==> config.mk <==
export PLATFORM = sky130hd
export DESIGN_NAME = rtc_bcd_core
export DESIGN_NICKNAME = d
export VERILOG_FILES = /design/src/rtl/rtc_pkg.sv /design/src/rtl/rtc_ctrl.sv /design/src/rtl/rtc_datapath.sv /design/src/rtl/rtc_bcd_core.sv
export SDC_FILE = /design/constraint.sdc
export NUM_CORES = 1
export LEC_CHECK = 0
export ABC_AREA = 1
export BUFFER_PORTS_ARGS = -buffer_cell sky130_fd_sc_hd__buf_2
export CAP_MARGIN = 30
export CORE_ASPECT_RATIO = 0.7
export CORE_UTILIZATION = 63
export CTS_CLUSTER_DIAMETER = 40
export DETAILED_ROUTE_END_ITERATION = 8
export PLACE_DENSITY = 0.81
export SLEW_MARGIN = 20
export SYNTH_ARGS = -nofsm -noshare
export SYNTH_HDL_FRONTEND = slang
export SYNTH_HIERARCHICAL = 1
export SYNTH_SLANG_ARGS = --single-unit
export TNS_END_PERCENT = 10
==> constraint.sdc <==
create_clock -name clk -period 4.7 [get_ports clk]
set_input_delay 0.235 -clock clk [delete_from_list [all_inputs] [get_ports clk]]
set_output_delay 0.235 -clock clk [all_outputs]
set_load 0.1 [all_outputs]
==> src/rtl/rtc_pkg.sv <==
package rtc_pkg;
  localparam logic [7:0] OFF_SEC    = 8'h00;
  localparam logic [7:0] OFF_MIN    = 8'h04;
  localparam logic [7:0] OFF_HOUR   = 8'h08;
  localparam logic [7:0] OFF_DAY    = 8'h0C;
  localparam logic [7:0] OFF_MONTH  = 8'h10;
  localparam logic [7:0] OFF_YEAR   = 8'h14;
  localparam logic [7:0] OFF_WDAY   = 8'h18;
  localparam logic [7:0] OFF_CTRL   = 8'h40;
  localparam logic [7:0] OFF_STATUS = 8'h44;

  // control -> datapath strobes
  typedef struct packed {
    logic advance;
    logic busy;
  } rtcStrobe_t;

  // datapath -> control rollover events
  typedef struct packed {
    logic day;
    logic hour;
    logic min;
    logic sec;
  } rollEv_t;

  function automatic logic [7:0] bcdInc(input logic [7:0] v);
    if (v[3:0] >= 4'd9) bcdInc = {v[7:4] + 4'd1, 4'd0};
    else                bcdInc = {v[7:4], v[3:0] + 4'd1};
  endfunction

  function automatic logic isLeap(input logic [7:0] y);
    logic [7:0] bin;
    bin = {1'b0, y[7:4], 3'b000} + {3'b000, y[7:4], 1'b0} + {4'h0, y[3:0]};
    isLeap = (bin[1:0] == 2'b00);
  endfunction

  function automatic logic [5:0] lastDay(input logic [4:0] m, input logic [7:0] y);
    case (m)
      5'h02:                        lastDay = isLeap(y) ? 6'h29 : 6'h28;
      5'h04, 5'h06, 5'h09, 5'h11:   lastDay = 6'h30;
      default:                      lastDay = 6'h31;
    endcase
  endfunction
endpackage

==> src/rtl/rtc_ctrl.sv <==
module rtc_ctrl
  import rtc_pkg::*;
#(
  parameter int TICKS_PER_SEC = 32768,
  parameter int ADDR_W = 8
) (
  input  logic              clk,
  input  logic              rstN,
  input  logic              refTick,
  input  logic [ADDR_W-1:0] regAddr,
  input  logic              regWrEn,
  input  logic [7:0]        regWrData,
  input  rollEv_t           rollEv,
  output rtcStrobe_t        strobes,
  output logic [7:0]        ctrlByte,
  output logic [7:0]        statusByte
);
  localparam int PRESC_W = (TICKS_PER_SEC > 2) ? $clog2(TICKS_PER_SEC) : 1;
  localparam logic [PRESC_W-1:0] PRESC_LAST = PRESC_W'(TICKS_PER_SEC - 1);

  logic [PRESC_W-1:0] prescCnt;
  logic               runReg;
  logic [3:0]         evReg;
  logic               ctrlWr, statusWr;
  logic [3:0]         evSet;
  logic               unusedWrBits;

  assign ctrlWr   = regWrEn && (regAddr == ADDR_W'(OFF_CTRL));
  assign statusWr = regWrEn && (regAddr == ADDR_W'(OFF_STATUS));
  assign unusedWrBits = ^{regWrData[7:6], regWrData[1]};

  assign strobes.busy    = runReg && (prescCnt == PRESC_LAST);
  assign strobes.advance = strobes.busy && refTick;

  always_ff @(posedge clk or negedge rstN) begin
    if (!rstN) begin
      runReg <= 1'b0;
    end else if (ctrlWr) begin
      runReg <= regWrData[0];
    end
  end

  always_ff @(posedge clk or negedge rstN) begin
    if (!rstN) begin
      prescCnt <= '0;
    end else if (runReg && refTick) begin
      prescCnt <= (prescCnt == PRESC_LAST) ? '0 : prescCnt + 1'b1;
    end
  end

  assign evSet = {rollEv.day, rollEv.hour, rollEv.min, rollEv.sec};

  always_ff @(posedge clk or negedge rstN) begin
    if (!rstN) begin
      evReg <= '0;
    end else begin
      evReg <= (evReg & ~(statusWr ? regWrData[5:2] : 4'h0)) | evSet;
    end
  end

  assign ctrlByte   = {7'b0, runReg};
  assign statusByte = {2'b00, evReg, runReg, strobes.busy};

  AST_BUSY_ONE_PERIOD: assert property (@(posedge clk) disable iff (!rstN)
    (strobes.busy && refTick) |=> !strobes.busy);
  AST_EVENT_STICKY: assert property (@(posedge clk) disable iff (!rstN)
    (evReg[0] && !statusWr) |=> evReg[0]);
  AST_STOP_FREEZES: assert property (@(posedge clk) disable iff (!rstN)
    (!runReg && !ctrlWr) |=> !strobes.advance);
endmodule

==> src/rtl/rtc_datapath.sv <==
module rtc_datapath
  import rtc_pkg::*;
#(
  parameter int ADDR_W = 8
) (
  input  logic              clk,
  input  logic              rstN,
  input  rtcStrobe_t        strobes,
  input  logic [ADDR_W-1:0] regAddr,
  input  logic              regWrEn,
  input  logic [7:0]        regWrData,
  output rollEv_t           rollEv,
  output logic [6:0]        secReg,
  output logic [6:0]        minReg,
  output logic [5:0]        hourReg,
  output logic [5:0]        dayReg,
  output logic [4:0]        monReg,
  output logic [7:0]        yearReg,
  output logic [2:0]        wdayReg
);
  logic secWr, minWr, hourWr, dayWr, monWr, yearWr, wdayWr;
  logic secWrap, minWrap, hourWrap, dayWrap, monWrap;
  logic dayCarry, monCarry, yearCarry;
  logic unusedBusy;

  assign unusedBusy = strobes.busy;

  assign secWr  = regWrEn && (regAddr == ADDR_W'(OFF_SEC));
  assign minWr  = regWrEn && (regAddr == ADDR_W'(OFF_MIN));
  assign hourWr = regWrEn && (regAddr == ADDR_W'(OFF_HOUR));
  assign dayWr  = regWrEn && (regAddr == ADDR_W'(OFF_DAY));
  assign monWr  = regWrEn && (regAddr == ADDR_W'(OFF_MONTH));
  assign yearWr = regWrEn && (regAddr == ADDR_W'(OFF_YEAR));
  assign wdayWr = regWrEn && (regAddr == ADDR_W'(OFF_WDAY));

  assign secWrap  = secReg  >= 7'h59;
  assign minWrap  = minReg  >= 7'h59;
  assign hourWrap = hourReg >= 6'h23;
  assign dayWrap  = dayReg  >= lastDay(monReg, yearReg);
  assign monWrap  = monReg  >= 5'h12;

  // carry chain, all stages resolved in the same cycle
  assign rollEv.sec  = strobes.advance;
  assign rollEv.min  = rollEv.sec  && secWrap;
  assign rollEv.hour = rollEv.min  && minWrap;
  assign rollEv.day  = rollEv.hour && hourWrap;
  assign dayCarry    = rollEv.day;
  assign monCarry    = dayCarry && dayWrap;
  assign yearCarry   = monCarry && monWrap;

  always_ff @(posedge clk or negedge rstN) begin
    if (!rstN) begin
      secReg  <= 7'h00;
      minReg  <= 7'h00;
      hourReg <= 6'h00;
      dayReg  <= 6'h01;
      monReg  <= 5'h01;
      yearReg <= 8'h00;
      wdayReg <= 3'd6;
    end else begin
      if (secWr)             secReg <= regWrData[6:0];
      else if (rollEv.sec)   secReg <= secWrap ? 7'h00 : bcdInc({1'b0, secReg})[6:0];

      if (minWr)             minReg <= regWrData[6:0];
      else if (rollEv.min)   minReg <= minWrap ? 7'h00 : bcdInc({1'b0, minReg})[6:0];

      if (hourWr)            hourReg <= regWrData[5:0];
      else if (rollEv.hour)  hourReg <= hourWrap ? 6'h00 : bcdInc({2'b0, hourReg})[5:0];

      if (dayWr)             dayReg <= regWrData[5:0];
      else if (dayCarry)     dayReg <= dayWrap ? 6'h01 : bcdInc({2'b0, dayReg})[5:0];

      if (wdayWr)            wdayReg <= regWrData[2:0];
      else if (dayCarry)     wdayReg <= (wdayReg >= 3'd6) ? 3'd0 : wdayReg + 3'd1;

      if (monWr)             monReg <= regWrData[4:0];
      else if (monCarry)     monReg <= monWrap ? 5'h01 : bcdInc({3'b0, monReg})[4:0];

      if (yearWr)            yearReg <= regWrData;
      else if (yearCarry)    yearReg <= (yearReg >= 8'h99) ? 8'h00 : bcdInc(yearReg);
    end
  end

  AST_SEC_WRAP: assert property (@(posedge clk) disable iff (!rstN)
    (strobes.advance && secReg == 7'h59 && !secWr) |=> secReg == 7'h00);
  AST_SEC_HOLD: assert property (@(posedge clk) disable iff (!rstN)
    (!strobes.advance && !secWr) |=> $stable(secReg));
  AST_MONTH_WRAP: assert property (@(posedge clk) disable iff (!rstN)
    (monCarry && monReg == 5'h12 && !monWr) |=> monReg == 5'h01);
  AST_WDAY_RANGE: assert property (@(posedge clk) disable iff (!rstN)
    (dayCarry && wdayReg == 3'd6 && !wdayWr) |=> wdayReg == 3'd0);
endmodule

==> src/rtl/rtc_bcd_core.sv <==
module rtc_bcd_core
  import rtc_pkg::*;
#(
  parameter int TICKS_PER_SEC = 32768,
  parameter int ADDR_W = 8
) (
  input  logic              clk,
  input  logic              rstN,
  input  logic              refTick,
  input  logic [ADDR_W-1:0] regAddr,
  input  logic              regWrEn,
  input  logic [7:0]        regWrData,
  output logic [7:0]        regRdData
);
  rtcStrobe_t strobes;
  rollEv_t    rollEv;
  logic [7:0] ctrlByte, statusByte;
  logic [6:0] secReg, minReg;
  logic [5:0] hourReg, dayReg;
  logic [4:0] monReg;
  logic [7:0] yearReg;
  logic [2:0] wdayReg;

  rtc_ctrl #(.TICKS_PER_SEC(TICKS_PER_SEC), .ADDR_W(ADDR_W)) u_ctrl (
    .clk(clk), .rstN(rstN), .refTick(refTick),
    .regAddr(regAddr), .regWrEn(regWrEn), .regWrData(regWrData),
    .rollEv(rollEv), .strobes(strobes),
    .ctrlByte(ctrlByte), .statusByte(statusByte)
  );

  rtc_datapath #(.ADDR_W(ADDR_W)) u_data (
    .clk(clk), .rstN(rstN), .strobes(strobes),
    .regAddr(regAddr), .regWrEn(regWrEn), .regWrData(regWrData),
    .rollEv(rollEv),
    .secReg(secReg), .minReg(minReg), .hourReg(hourReg), .dayReg(dayReg),
    .monReg(monReg), .yearReg(yearReg), .wdayReg(wdayReg)
  );

  always_comb begin
    regRdData = 8'h00;
    case (regAddr)
      ADDR_W'(OFF_SEC):    regRdData = {1'b0, secReg};
      ADDR_W'(OFF_MIN):    regRdData = {1'b0, minReg};
      ADDR_W'(OFF_HOUR):   regRdData = {2'b0, hourReg};
      ADDR_W'(OFF_DAY):    regRdData = {2'b0, dayReg};
      ADDR_W'(OFF_MONTH):  regRdData = {3'b0, monReg};
      ADDR_W'(OFF_YEAR):   regRdData = yearReg;
      ADDR_W'(OFF_WDAY):   regRdData = {5'b0, wdayReg};
      ADDR_W'(OFF_CTRL):   regRdData = ctrlByte;
      ADDR_W'(OFF_STATUS): regRdData = statusByte;
      default:             regRdData = 8'h00;
    endcase
  end
endmodule

# Word-level counts from Yosys, hierarchy flattened
# Cells that the tools add are included.
[word_totals]
reg_bits = 62
input_bits = 20
elab_cells = 133
[op_classes]
add_sub_neg = 16
magnitude_cmp = 13
eq_ne = 14
n_bitwise = 3
mux = 32
reduce_logical = 39
[ops]
columns = ["op", "n"]
rows = [
  ["$pmux 8 s9", 1],
  ["$mux 7", 8],
  ["$mux 6", 8],
  ["$mux 8", 4],
  ["$add 4x1->4 const B", 7],
  ["$eq 8x5->1 const B", 3],
  ["$ge 4x4->1 const B", 6],
  ["$mux 5", 4],
  ["$reduce_bool 3->1", 6],
  ["$logic_and 1x1->1", 17],
  ["$eq 8x4->1 const B", 2],
  ["$eq 8x7->1 const B", 2],
  ["$add 15x1->15 const B", 1],
  ["$eq 15x15->1 const B", 1],
  ["$mux 15", 1],
  ["$ge 7x7->1 const B", 2],
  ["$reduce_bool 2->1", 7],
  ["$pmux 6 s2", 1],
  ["$reduce_and 2->1", 6],
  ["$eq 5x3->1 const B", 2],
  ["$add 3x1->3 const B", 3],
  ["$mux 3", 3],
  ["$eq 8x3->1 const B", 1],
  ["$ge 8x8->1 const B", 1],
  ["other kinds (19)", 20],
]

# Longest topological paths before layout
# Gate-level depths: netlist of the first run.
[logic_depth]
ltp_word = 10
ltp_mapped = 16
ltp_nobuf = 16

# By module
# The synthesis of the first run kept the hierarchy.
[by_module_without_submodules]
columns = ["mod", "n_inst", "cells_each", "area_per_inst_um2"]
rows = [
  ["rtc_datapath", 1, 452, 3335.7],
  ["rtc_ctrl", 1, 167, 1204.9],
  ["rtc_bcd_core", 1, 151, 743.2],
]

# Worst setup path after synthesis of the first run
# Ideal clock, no wire load.
[synth_path]
path_kind = "register to register"
startpoint = "register u_data.monReg[0]"
endpoint = "register u_data.dayReg[2]"
t_required_ps = 4635
stages_incl_launch_ff = 16
period_less_slack_ps = 2293
arrival_time_ps = 2228
setup_slack_ps = 2407
cell_sequence = "dfstp_2 > inv_1 > ha_1 > o21ai_0 > nand2_1 > a31oi_1 > a31oi_1 > inv_1 > ha_1 > nand4_1 > nand3_1 > nor2_1 > nand2_1 > o22ai_1 > nand2_1 > nand2_1"
[synth_via]
elab_chain_cells = 7
[synth_rtl]
columns = ["element", "line_no", "rtl"]
rows = [
  ["start: declaration", "rtc_datapath.sv:17", "output logic [4:0] monReg,"],
  ["start signal: assignment", "rtc_datapath.sv:76", "if (monWr) monReg <= regWrData[4:0];"],
  ["start signal: assignment", "rtc_datapath.sv:77", "else if (monCarry) monReg <= monWrap ? 5'h01 : bcdInc({3'b0, monReg})[4:0];"],
  ["$eq 5x3->1 (tied with other cells)", "rtc_pkg.sv:38", "case (m)"],
  ["$reduce_or 4->1", "rtc_pkg.sv:38", ""],
  ["$pmux 6 s2 (*)", "rtc_pkg.sv:38", ""],
  ["$ge 6x6->1 (*)", "rtc_datapath.sv:39", "assign dayWrap = dayReg >= lastDay(monReg, yearReg);"],
  ["$mux 6 (*) (2 in a row)", "rtc_datapath.sv:71", "else if (dayCarry) dayReg <= dayWrap ? 6'h01 : bcdInc({2'b0, dayReg})[5:0];"],
  ["$mux 6 (*)", "rtc_datapath.sv:70", "if (dayWr) dayReg <= regWrData[5:0];"],
  ["end signal: assignment", "rtc_datapath.sv:70", ""],
  ["end signal: assignment", "rtc_datapath.sv:71", ""],
  ["end: declaration", "rtc_datapath.sv:16", "output logic [5:0] dayReg,"],
]
# Every way passes the cells marked *; elsewhere a longest branch is shown, timed or not. The select of a mux whose other input is x is not followed.
# A chain may end at the register's enable or synchronous reset.

# Worst setup path after layout of the first run
[layout_path]
startpoint = "register u_data.monReg[0]"
endpoint = "register u_data.dayReg[3]"
# Same word-level chain as after synthesis.

==> key figures, run 1 <==
Outcome
  – Status: finished with violations
  – Failing checks: DRC

Placed design
  – Post-DP HPWL: 10800 um
  – IO buf count: 27
  – DP Worst Slack: 2.13 ns
  – RePlAce Congestion: 0.978

Critical path
  – Slowest stage cell, crit path: dfstp_2
  – Worst R2R Path Depth: 15
  – Flop2flop setup slack: 2.08 ns
  – R2r endpoint: u_data/dayReg[3]$_DFFE_PN0P_
  – Max Fanout on Critical Path: 6
  – Critical setup path kind: reg -> reg
  – Worst setup EP type: flip-flop
  – Worst Path Buf+Inv: 2
  – Delay-heaviest family, CP: simple AND/OR/NAND/NOR gates
  – Max incr delay on CP: 0.57 ns
  – Cell seen most often among critical-path stages: nand2_1
  – CP required: 4.98 ns
  – Worst Path Arrival: 2.89 ns
  – Startpoint Class: flip-flop
  – Worst path cell trace: inv_1, ha_1, o21ai_0, nand2_1, a31oi_1, a31oi_1, inv_1, ha_1, nand4_1, nand3_1, nor2_1, nand2_1, o22ai_1, nand2_1, nand2_1
  – Reg2reg start: u_data/monReg[0]$_DFFE_PN1P_

Final layout
  – Share of cells above drive strength 1: 14.4%
  – Fillers: 655
  – Ant. Diodes: 0
  – Synthesis-to-finish area growth: 8.02%
  – Area occupied by multi-input gates: 3150 um2
  – NumNets Final: 851
  – Sequential cell area: 1560 um2

Synthesis
  – Mapped Area: 5280 um2
  – Avg Inst Size Synth: 6.86 um2
  – Post-Synthesis Cells: 769
  – Yosys Warn Count: 6

Floorplanning
  – Rows: 27
  – Core Region: 7970 um2
  – Die Ht: 78.6 um
  – Die area: 8750 um2
  – DIE WIDTH: 111 um
  – Initial cell density of the core: 66.2%
  – Boundary Pins: 28

Routing
  – Wire per inst: 16.0 um
  – Post-DR vias/cell: 5.69
  – Residual DRC count: 7
  – DR iter-0 viols: 666
  – DR pass1 iterations: 8
  – Via count: 5148
  – Routed Antenna Nets: 0
  – Routed wire length: 14500 um

Timing
  – Final setup fails: 0
  – Fin crit share: 55.7%
  – Max Slew Vio Count: 0
  – Slew @ Worst Pin: 0.793 ns
  – Min Tclk post-route: 2.62 ns
  – Layout Skew: 0.00625 ns
  – RSZ-0062 raised after global routing: no
  – Final setup margin: 2.08 ns
  – Setup TNS: 0 ns
  – Worst slew margin: 47.1%
  – Fmax: 382 MHz
  – Hold Violations, Final: 0

Clock network
  – Gates resized, CTS repair: 0
  – Reg clk slew, reported paths: 0.06 ns
  – CTS max path bufs: 2
  – Root Buffer: clkbuf_16
  – CTS Buf Count: 9
  – Clk sinks: 62
  – Post-CTS Setup Bufs: 0
  – Hold Buf Count CTS: 0
  – Skew-Pair Late Insertion Delay: 0.34 ns
  – CTS tree: done
  – H-tree lvl count: 3

Run
  – Max_cap viols: 0

Power and ir drop
  – Clock power frac: 43.1%
  – Leakage power: 0.00301 uW
  – Sw frac: 31.2%
  – Internal power: 995 uW
  – PD cells: 254 nW/um2
  – NetSw: 451 uW
  – Reg power frac: 41.7%
  – Worst vdd ir: 0.223 mV
  – Comb pwr share: 15.1%

Worst hold path
  – Min-delay worst type: in -> async

Global routing
  – Initial antenna violation count: 0
  – Vias in the first global route: 4879
  – Total congestion overflow: 0
  – GRT Total Usage: 35.3%
  – First-pass GRT wire length: 23800 um
  – Largest net degree at the start of global routing: 63
power by group through the flow:
stage               sequential [uW]  clock [uW]  combinational [uW]
floorplan                       600           0                 153
global placement                611           0                 201
detailed placement              612           0                 212
CTS                             603         630                 214
global route                    607         651                 244
finish                          604         624                 219
state kept, by name, indices dropped and copies added (netlist names):
signal           count
u_ctrl/prescCnt     15
u_data/wdayReg       3
u_data/hourReg       6
u_data/yearReg       8
u_ctrl/evReg         4
u_data/dayReg        6
u_data/secReg        7
u_data/monReg        5
u_ctrl/runReg        1
u_data/minReg        7
area by class of cell:
type / count / area share, %
sequential: 62 / 27.3
inverter: 118 / 7.82
clock inverter: 7 / 0.878
multi-input combinational: 579 / 55.3
tap: 101 / 2.22
clock buffer: 9 / 3.95
timing repair buffer: 28 / 2.50
cell usage in the layout (no fill, tap or decap), drive strengths merged, types with 9 or more instances in the layout:
cell and n:
nand3 102, o22ai 12, ha 33, conb 9, inv 118, clkbuf 9, nor2 94, nand2 219
o21ai 36, nor3 9, buf 28, dfrtp 58, xor2 15, a21oi 11
through the flow:
step	cells	utilization [%]	area, um2	hold WS (ns)	power [uW]
after CTS	904	71.5	5700	0.0976	1450
final	904	71.5	5700	0.0573	1450
after detailed placement	888	68.0	5420	0.460	824
after global routing	904	71.5	5700	0.140	1500
after floorplan	777	-	5310	-0.0606	754
after global placement	888	68.0	5420	0.446	811
routing by layer:
metal  share of wire (%)  GRT usage (%)  vias up  wire length, um
li1                    -              -     2497                -
met1                  43           46.7     2336             6230
met2                  43           54.6      268             6160
met3                  11           9.96       47             1610
met4                 3.1           14.2        0              453
met5                   0              0        -                0
how the worst max path moves through the flow:
stage          cells past startpoint                       endpoint  slack (ns)                          from
2_1_floorplan                     15   u_data/dayReg[2]$_DFFE_PN0P_        2.41  u_data/monReg[0]$_DFFE_PN1P_
3_3_place_gp                      15   u_data/dayReg[3]$_DFFE_PN0P_        2.25  u_data/monReg[0]$_DFFE_PN1P_
3_5_place_dp                      15   u_data/dayReg[2]$_DFFE_PN0P_        2.13  u_data/monReg[0]$_DFFE_PN1P_
4_1_cts                           15   u_data/dayReg[3]$_DFFE_PN0P_        2.14  u_data/monReg[0]$_DFFE_PN1P_
5_1_grt                           14  u_data/yearReg[4]$_DFFE_PN0P_        1.78  u_data/monReg[2]$_DFFE_PN0P_
6_report                          15   u_data/dayReg[3]$_DFFE_PN0P_        2.08  u_data/monReg[0]$_DFFE_PN1P_
worst reg2reg max path, cell delays in order (launching register included):
cell and delay, ns:
dfstp_2 0.57, inv_1 0.09, ha_1 0.22, o21ai_0 0.16, nand2_1 0.08, a31oi_1 0.16, a31oi_1 0.05, inv_1 0.06
ha_1 0.22, nand4_1 0.09, nand3_1 0.12, nor2_1 0.27, nand2_1 0.18, o22ai_1 0.16, nand2_1 0.07, nand2_1 0.06
Power figures use the tool's default switching activity.
==> run 2, diff against run 1 <==
Settings changed: ABC_AREA 1 to 0, CORE_UTILIZATION 63 to 62, PLACE_DENSITY 0.81 to 0.8.
Clock period 4.7 ns to 2.65 ns, I/O delays scaled along.
==> run 2 against run 1 <==
Effect of this change:
- the flow finishes with violations (setup timing)
- combinational power increased by 110%
- core utilization increased by 5.3 points
- critical path depth decreased by 4
- hold slack got worse by 0.018 ns
- global-route usage increased by 2.5 points
- first-iteration DRC count decreased by 3.2%
- critical path type unchanged
- critical endpoint is now u_data/yearReg[4]$_DFFE_PN0P_
==> key figures, run 2 <==
Final layout
  – Top reg by flops: u_ctrl/prescCnt
  – Fillers: 553
  – Share of cells above drive strength 1: 23.0%
  – Synthesis-to-finish area growth: 17.4%
  – Commonest non-fill, non-tap cell in the layout: dfrtp_1
  – Final core utilization: 76.8%
  – Top Registers: u_ctrl/prescCnt: 15 flops, u_data/yearReg: 8 flops
  – Fin cells: 741
  – NumNets Final: 691
  – Most frequent cells in the layout: 58 x dfrtp_1, 54 x nor2_1, 49 x buf_4
  – Largest register FFs: 15
  – Cell area after layout: 5720 um2
  – Ant. Diodes: 0

Global routing
  – First-pass GRT wire length: 23500 um
  – GRT Total Usage: 37.8%
  – Met2 Usage GRT: 55.3%
  – Global Route met1 Usage: 50.5%
  – Met3 usage: 13.2%
  – Largest net degree at the start of global routing: 39
  – Vias in the first global route: 4686
  – GRT Max-Usage Layer: met2
  – Total congestion overflow: 0
  – Initial antenna violation count: 0

Floorplanning
  – DIE WIDTH: 108 um
  – Die area: 8220 um2
  – Rows: 26
  – Core Region: 7450 um2
  – Initial cell density of the core: 65.4%
  – Boundary Pins: 28
  – Die Ht: 76.2 um

Synthesis
  – Yosys Warn Count: 6
  – Avg Inst Size Synth: 8.63 um2
  – Mapped Area: 4870 um2
  – Post-Synthesis Cells: 565

Critical path
  – Flop2flop setup slack: -0.38 ns
  – Reg2reg start: u_data/monReg[0]$_DFFE_PN1P_
  – Worst setup EP type: flip-flop
  – Startpoint Class: flip-flop
  – CP required: 2.90 ns
  – Worst path cell trace: inv_2, ha_4, nor4b_4, o21ai_2, o211a_1, ha_1, or4b_4, a211oi_4, nor4_4, a21oi_2, mux2_4
  – R2r endpoint: u_data/yearReg[4]$_DFFE_PN0P_
  – Max Fanout on Critical Path: 3
  – Slowest stage cell, crit path: or4b_4
  – Critical setup path kind: reg -> reg
  – Max incr delay on CP: 0.56 ns
  – Worst R2R Path Depth: 11
  – Worst Path Arrival: 3.29 ns

Power and ir drop
  – Clock power frac: 32.6%
  – NetSw: 772 uW
  – Internal power: 1530 uW
  – Sw frac: 33.6%
  – Comb pwr share: 20.2%
  – Worst vdd ir: 0.380 mV
  – Leakage power: 0.00265 uW
  – Reg power frac: 47.2%
  – PD cells: 402 nW/um2

Worst hold path
  – Hold Path Stages: 2
  – Min-delay worst type: in -> reg
  – WHS Endpoint: u_data/secReg[6]$_DFFE_PN0P_
  – Hold Startpoint: regWrData[6]

Placed design
  – RePlAce Congestion: 1.02
  – Placed cells: 721
  – Placed inst area: 5400 um2
  – DP Worst Slack: -0.640 ns
  – Post-DP HPWL: 10600 um
  – IO buf count: 27

Clock network
  – CTS Buf Count: 9
  – Reg clk slew, reported paths: 0.08 ns
  – Skew-Pair Late Insertion Delay: 0.36 ns
  – Clk sinks: 62
  – H-tree lvl count: 3
  – CTS max path bufs: 2
  – Root Buffer: clkbuf_8
  – CTS tree: done

Routing
  – Post-DR vias/cell: 6.56
  – Routed wire length: 14700 um
  – Wire per inst: 19.8 um
  – Routed Antenna Nets: 0
  – DR iter-0 viols: 645
  – Via count: 4859
  – Residual DRC count: 0
  – DR pass1 iterations: 5

Timing
  – Max Slew Vio Count: 0
  – Fin crit share: 115%
  – Hold Violations, Final: 0
  – Min Tclk post-route: 3.03 ns
  – Slew @ Worst Pin: 0.653 ns
  – Fmax: 330 MHz
  – Layout Skew: 0.0121 ns
  – Worst slew margin: 56.5%
  – Min Hold Slack: 0.0395 ns
  – Final setup margin: -0.385 ns
  – Final setup fails: 19
  – RSZ-0062 raised after global routing: yes

Run
  – Max_cap viols: 0

Outcome
  – Status: finished with violations
  – Failing checks: setup timing
==> run 2: power groups by stage <==
| stage | clock network, uW | registers [uW] | logic, uW |
|---|---|---|---|
| 3_3_place_gp | 0 | 1090 | 415 |
| 2_1_floorplan | 0 | 1090 | 245 |
| 4_1_cts | 765 | 1080 | 450 |
| 3_5_place_dp | 0 | 1100 | 437 |
| 6_report | 750 | 1090 | 465 |
| 5_1_grt | 803 | 1090 | 507 |
==> run 2: metal layers <==
layer,vias up,routed length [um],share of wire (%)
li1,2223,-,-
met1,2319,6150,42
met2,268,6360,43
met3,49,1630,11
met4,0,517,3.5
met5,-,0,0
==> run 2: cell type report <==
type | count | area, um2 | share of cell area [%]
multi-input combinational | 455 | 3190 | 55.8
clock buffer | 9 | 124 | 2.16
inverter | 29 | 110 | 1.92
clock inverter | 7 | 48.8 | 0.853
sequential | 62 | 1560 | 27.2
timing repair buffer | 81 | 567 | 9.91
tap | 98 | 123 | 2.14
==> run 2: timing repair <==
action,4_1_cts,5_1_grt
setup endpoints to repair,20,23
endpoints found under the hold margin,20,0
hold buffers,1,0
setup buffers,2,1
gates resized for setup,27,10
pin swaps,12,6
==> run 2: how the worst max path moves through the flow <==
stage                                 startpoint                             to  slack (ns)  depth (start not counted)
floorplan           u_data/monReg[0]$_DFFE_PN1P_  u_data/yearReg[4]$_DFFE_PN0P_       -0.55                         11
global placement    u_data/monReg[0]$_DFFE_PN1P_  u_data/yearReg[2]$_DFFE_PN0P_       -0.35                         12
detailed placement  u_data/monReg[0]$_DFFE_PN1P_  u_data/yearReg[4]$_DFFE_PN0P_       -0.64                         11
CTS                 u_data/monReg[0]$_DFFE_PN1P_  u_data/yearReg[4]$_DFFE_PN0P_       -0.34                         11
global route        u_data/monReg[0]$_DFFE_PN1P_  u_data/yearReg[4]$_DFFE_PN0P_       -0.43                         11
finish              u_data/monReg[0]$_DFFE_PN1P_  u_data/yearReg[4]$_DFFE_PN0P_       -0.38                         11
==> run 2: stage by stage <==
stage	total power [uW]	setup TNS, ns
finish	2300	-5.34
global placement	1510	-3.91
floorplan	1340	-6.36
CTS	2300	-4.01
global route	2400	-6.85
detailed placement	1530	-9.04
==> run 2: worst max-delay path: cells and delay by family, from the launching register on <==
kind                       cells  cell delay [ns]
and+or+nand+nor                3             0.93
AOI/OAI and AO/OA              4             0.78
adders and majority gates      2             0.42
DFF                            1             0.38
muxes                          1             0.32
buffers and inverters          1             0.08
